File: src/rtl/cos_pkg.sv
package cos_pkg;
   typedef enum logic [1:0] {
      FMT_OFFBIN = 2'b00,
      FMT_TWOS   = 2'b01,
      FMT_GRAY   = 2'b10,
      FMT_RSVD   = 2'b11
   } fmt_e;

   typedef enum logic [2:0] {
      PAT_NONE  = 3'b000,
      PAT_MID   = 3'b001,
      PAT_PFS   = 3'b010,
      PAT_NFS   = 3'b011,
      PAT_CHK   = 3'b100,
      PAT_PNL   = 3'b101,
      PAT_PNS   = 3'b110,
      PAT_WTGL  = 3'b111
   } pat_e;
endpackage

File: src/rtl/cos_lfsr.sv
module cos_lfsr #(
   parameter int W   = 9,
   parameter int TAP = 5,
   parameter int OW  = 8
) (
   input  logic          clk,
   input  logic          rst_n,
   input  logic          clr,
   output logic [OW-1:0] word
);
   if (TAP < 1 || TAP >= W) begin : g_bad_tap
      $error("cos_lfsr: TAP must lie in 1..W-1");
   end
   if (OW > W) begin : g_bad_ow
      $error("cos_lfsr: OW must not exceed W");
   end

   logic [W-1:0] st_q;
   logic         fb;

   assign fb = st_q[W-1] ^ st_q[TAP-1];

   always_ff @(posedge clk or negedge rst_n) begin
      if (!rst_n)   st_q <= '1;
      else if (clr) st_q <= '1;
      else          st_q <= {st_q[W-2:0], fb};
   end

   assign word = st_q[W-1 -: OW];
endmodule

File: src/rtl/cos_trim_sat.sv
module cos_trim_sat #(
   parameter int DW = 8,
   parameter int TW = 4
) (
   input  logic [DW-1:0] smp,
   input  logic [TW-1:0] ofs,
   output logic [DW-1:0] res
);
   localparam int SW = DW + 2;

   if (TW > DW + 1) begin : g_bad_tw
      $error("cos_trim_sat: trim wider than sum headroom");
   end

   logic [SW-1:0] ext_s;
   logic [SW-1:0] ext_t;
   logic [SW-1:0] sum;

   assign ext_s = {2'b00, smp};
   assign ext_t = {{(SW-TW){ofs[TW-1]}}, ofs};
   assign sum   = ext_s + ext_t;

   always_comb begin
      if (sum[SW-1])      res = '0;
      else if (sum[DW])   res = '1;
      else                res = sum[DW-1:0];
   end
endmodule

File: src/rtl/cos_code_map.sv
module cos_code_map
   import cos_pkg::*;
#(
   parameter int DW = 8
) (
   input  logic [1:0]    mode,
   input  logic [DW-1:0] ob,
   output logic [DW-1:0] cw
);
   fmt_e          sel;
   logic [DW-1:0] gray_w;

   assign sel = fmt_e'(mode);

   for (genvar i = 0; i < DW; i++) begin : g_gray
      if (i == DW-1) begin : g_top
         assign gray_w[i] = ob[i];
      end else begin : g_low
         assign gray_w[i] = ob[i] ^ ob[i+1];
      end
   end

   always_comb begin
      case (sel)
         FMT_TWOS: cw = {~ob[DW-1], ob[DW-2:0]};
         FMT_GRAY: cw = gray_w;
         default:  cw = ob;
      endcase
   end
endmodule

File: src/rtl/cos_top.sv
module cos_top
   import cos_pkg::*;
#(
   parameter int DW      = 8,
   parameter int TW      = 4,
   parameter int PNL_W   = 23,
   parameter int PNL_TAP = 18,
   parameter int PNS_W   = 9,
   parameter int PNS_TAP = 5
) (
   input  logic          clk,
   input  logic          rst_n,
   input  logic [DW-1:0] smp_in,
   input  logic          smp_vld,
   input  logic [1:0]    fmt_sel,
   input  logic          inv_en,
   input  logic          out_en,
   input  logic [TW-1:0] trim,
   input  logic [2:0]    pat_sel,
   input  logic          pn23_clr,
   input  logic          pn9_clr,
   output logic [DW-1:0] dout,
   output logic          dout_vld
);
   localparam logic [DW-1:0] MID_CODE = {1'b1, {(DW-1){1'b0}}};
   localparam logic [DW-1:0] ONES     = {DW{1'b1}};

   if (DW < 2) begin : g_bad_dw
      $error("cos_top: DW must be at least 2");
   end
   if (PNL_W < DW || PNS_W < DW) begin : g_bad_pn
      $error("cos_top: generator state narrower than output word");
   end

   pat_e          pat;
   logic          tgl_q;
   logic [DW-1:0] chk_a;
   logic [DW-1:0] trimmed;
   logic [DW-1:0] pnl_w;
   logic [DW-1:0] pns_w;
   logic [DW-1:0] raw_w;
   logic          use_fmt;
   logic [DW-1:0] coded_w;
   logic [DW-1:0] pick_w;
   logic [DW-1:0] final_w;

   assign pat = pat_e'(pat_sel);

   for (genvar i = 0; i < DW; i++) begin : g_chk
      assign chk_a[i] = ((i % 2) == 0);
   end

   always_ff @(posedge clk or negedge rst_n) begin
      if (!rst_n) tgl_q <= 1'b0;
      else        tgl_q <= ~tgl_q;
   end

   cos_trim_sat #(.DW(DW), .TW(TW)) u_trim (
      .smp (smp_in),
      .ofs (trim),
      .res (trimmed)
   );

   cos_lfsr #(.W(PNL_W), .TAP(PNL_TAP), .OW(DW)) u_pnl (
      .clk   (clk),
      .rst_n (rst_n),
      .clr   (pn23_clr),
      .word  (pnl_w)
   );

   cos_lfsr #(.W(PNS_W), .TAP(PNS_TAP), .OW(DW)) u_pns (
      .clk   (clk),
      .rst_n (rst_n),
      .clr   (pn9_clr),
      .word  (pns_w)
   );

   always_comb begin
      use_fmt = 1'b1;
      case (pat)
         PAT_MID:  raw_w = MID_CODE;
         PAT_PFS:  raw_w = ONES;
         PAT_NFS:  raw_w = '0;
         PAT_WTGL: raw_w = tgl_q ? '0 : ONES;
         PAT_CHK: begin
            raw_w   = tgl_q ? ~chk_a : chk_a;
            use_fmt = 1'b0;
         end
         PAT_PNL: begin
            raw_w   = pnl_w;
            use_fmt = 1'b0;
         end
         PAT_PNS: begin
            raw_w   = pns_w;
            use_fmt = 1'b0;
         end
         default:  raw_w = trimmed;
      endcase
   end

   cos_code_map #(.DW(DW)) u_map (
      .mode (fmt_sel),
      .ob   (raw_w),
      .cw   (coded_w)
   );

   assign pick_w  = use_fmt ? coded_w : raw_w;
   assign final_w = pick_w ^ {DW{inv_en}};

   always_ff @(posedge clk or negedge rst_n) begin
      if (!rst_n) begin
         dout     <= '0;
         dout_vld <= 1'b0;
      end else begin
         dout     <= out_en ? final_w : '0;
         dout_vld <= out_en & ((pat != PAT_NONE) | smp_vld);
      end
   end
endmodule

File: config.mk
export PLATFORM = sky130hd
export DESIGN_NAME = cos_top
export DESIGN_NICKNAME = d
export VERILOG_FILES = /design/src/rtl/cos_pkg.sv /design/src/rtl/cos_lfsr.sv /design/src/rtl/cos_trim_sat.sv /design/src/rtl/cos_code_map.sv /design/src/rtl/cos_top.sv
export SDC_FILE = /design/constraint.sdc
export NUM_CORES = 1
export LEC_CHECK = 0
export BUFFER_PORTS_ARGS = -buffer_cell sky130_fd_sc_hd__buf_2
export CAP_MARGIN = 20
export CORE_MARGIN = 2
export CORE_UTILIZATION = 55
export CTS_BUF_LIST = sky130_fd_sc_hd__clkbuf_16
export DETAILED_ROUTE_END_ITERATION = 7
export GPL_TIMING_DRIVEN = 1
export PLACE_DENSITY = 0.8
export SKIP_LAST_GASP = 1
export SYNTH_ARGS = -nofsm -noshare
export SYNTH_HDL_FRONTEND = slang
export SYNTH_SLANG_ARGS = --single-unit
File: constraint.sdc
create_clock -name clk -period 2.5 [get_ports clk]
set_clock_uncertainty 0.05 [all_clocks]
set_input_delay 0.125 -clock clk [delete_from_list [all_inputs] [get_ports clk]]
set_output_delay 0.125 -clock clk [all_outputs]
set_load 0.01 [all_outputs]
==> metrics.txt <==
status=finished, final reports clean; DR WL/cell=15.1 um; FF+latch count, synth=42; mux share of post-synthesis cell area=0.0440; crit-path max FO=5; P_leak=roughly 1.4 nW; Max VDD drop=0.475 mV; RePlAce Congestion=0.899; Pwr Density=579 nW/um^2; CTS Sinks=42; Cell variety after synth=58; Area growth syn-to-layout=21.6%; Final Critical Period=2.41 ns; total gr overflow=0; largest cells by area after synthesis=dfstp_2 (33%), dfrtp_1 (9.8%), or2_2 (7.8%); Synth area leader=dfstp_2; Reg2Reg Depth=8; worst min path class=input pin to flip-flop; Async S/R FF share, synth=1.00; simple-gate share of the synthesized area=0.200; first-pass GRT wire length=8.95 mm; WP data required=2.65 ns; final hold viol count=0; iteration-0 DRC count of the detailed router=83; RSZ-0062 raised after global routing=true; clock root buffer=clkbuf_16; worst skew pair latency=0.28 ns; Crit Path Class=input pin to flip-flop; Netlist Area Pre-Place=2560 um^2; ys flop type=dfstp_2; fmax=around 410 MHz; drt drc=0; DR vias/cell=5.79; Seq/Total Area, Yosys=0.426; final net count=341; fin. max-slew vios=0; Synthesis Warnings=0; Total Wirelength=5.41 mm; pin count of the biggest net entering global routing=43; initial cell density of the core=0.580; # Max-Cap Violations=0; cts bufs inserted=5; CTS tree=built; initial antenna violation count=0; Commonest cells post-synth=dfstp_2 (32), or2_2 (32), nor2_1 (18); Synth Area in Adders=0.0616; Mapped Cells=between 200 and 300; FP Rows=24; clock-pin slew on the worst setup and hold paths=0.06 ns; Synth Area in Compound Gates=0.214; core area=4410 um^2; slew of the pin with the lowest slew margin=0.833 ns; Final ANT Viol Nets=0; Slew Limit Headroom=0.445; Synth Area in XOR/XNOR=0.0274; Vias=2074; Synth top area share=0.328; syn nets=roughly 290; share of cells above drive strength 1=0.477; vias in the first global route=1972; Die Area=5220 um^2; n_diodes=0; worst path arrival time=between 2 and 3 ns; gr usage total=0.221; mean post-synth cell area=10.2 um^2; Die Ht=72.2 um; FILL cells=roughly 330; slowest CP cell=mux2i_4; Clock Path Buffers=2; number of port buffers=32; Post-synth EDFFs=0; First-pass DRT Iterations=4; hold slack final=about 0.012 ns; Boundary Pins=33; cells along the critical path=buf_2 -> ha_1 -> fa_2 -> a211oi_2 -> o21ai_2 -> a21oi_2 -> mux2i_4 -> buf_12 -> o211ai_2 -> o311ai_1 -> mux2i_1; period utilisation layout=0.965; Die Wd=72.2 um; final core occ=0.705; hold depth=2; CP max stage delay=about 0.37 ns; Crit. End Element=flip-flop; final setup fails=0; combinational family with the most area after synthesis=compound AO/OA/AOI/OAI gates; startpoint class of the critical path=input pin; H-tree depth=2; DP HPWL=4.01 mm
==> kinds of logic after synthesis <==
family,count (synthesis)
xor+xnor,8
compound gates,67
flops,42
mux,10
fa+ha+maj,12
buf+inv,16
simple gates,96
==> per-layer routing <==
| layer | GRT usage | wire length (um) |
|---|---|---|
| met5 | 0 | 0 |
| met4 | 0.0776 | 127 |
| met3 | 0.0528 | 355 |
| met2 | 0.359 | 2650 |
| met1 | 0.291 | 2270 |
==> power breakdown <==
group	switching [mW]	internal [mW]	total [mW]
clock network	0.259	0.432	0.691
registers	0.00672	0.709	0.716
logic	0.218	0.179	0.397
total	0.484	1.32	1.80
==> cell usage in the layout, fill, tap and decap left out, types with 2 or more instances in the layout <==
cell / instances
o211a_1: 5
a21oi_1: 8
dfrtp_1: 10
and2_1: 4
a22oi_1: 2
a311oi_2: 2
nand2_1: 17
or2_2: 32
o211ai_1: 2
xor2_1: 3
o21a_1: 3
o311a_1: 2
a211oi_2: 2
ha_1: 11
nor2_1: 18
nand3_1: 4
o21ai_2: 2
buf_4: 19
xnor2_1: 5
dfstp_2: 32
o21ai_1: 4
o21ai_0: 11
o211ai_2: 3
a211oi_1: 2
inv_1: 10
nand2b_1: 8
clkbuf_16: 6
buf_2: 32
mux2i_1: 9
nor3_1: 5
==> critical path: cells and delay by family <==
kind / cells / cell delay [ns]
AOI/OAI and AO/OA: 5 / 1.03
muxes: 2 / 0.60
adders and majority gates: 2 / 0.56
buffers and inverters: 2 / 0.25
==> path summary, 6_finish.rpt <==
kind / slack, ns / startpoint / endpoint
max in group asynchronous: 1.45 / rst_n / dout_vld
worst max-delay path: 0.09 / smp_in[0] / dout[0]
worst min register to register: 0.52 / u_pns.st_q[4] / u_pns.st_q[0]
worst max register to register: 0.28 / tgl_q / dout[4]
min in group asynchronous: 0.43 / rst_n / tgl_q
worst min-delay path: 0.01 / smp_vld / dout_vld
==> per-stage QoR <==
step / power (mW) / area (um^2) / setup WS (ns) / TNS (ns) / cells
final: 1.80 / 3110 / 0.0879 / 0 / 358
after global routing: 1.88 / 3110 / -0.0196 / -0.0196 / 358
after CTS: 1.81 / 3080 / 0.0698 / 0 / 357
after detailed placement: 1.11 / 2910 / -0.205 / -1.26 / 348
after global placement: 1.10 / 2910 / -0.111 / -0.662 / 348
after floorplan: 0.973 / 2570 / 0.0266 / 0 / 251
==> repair_timing <==
action	CTS	global route
hold buffers	1	0
setup endpoints to repair	0	7
endpoints found under the hold margin	10	0
setup buffers	0	1
gates resized for setup	0	3
==> registers in the layout (all words and copies together) (netlist names) <==
register	count
dout	8
dout_vld	1
tgl_q	1
u_pnl.st_q	23
u_pns.st_q	9
==> area by class of cell <==
type                    instances  area (um^2)  area share
inverters                      10         37.5      0.0121
well taps                      52         65.1      0.0209
flip-flops and latches         42         1090       0.350
clock buffers                   6          150      0.0482
clock inverters                 2         13.8     0.00442
multi-input cells             193         1420       0.457
repair buffers                 53          333       0.107
Power figures use the tool's default switching activity.
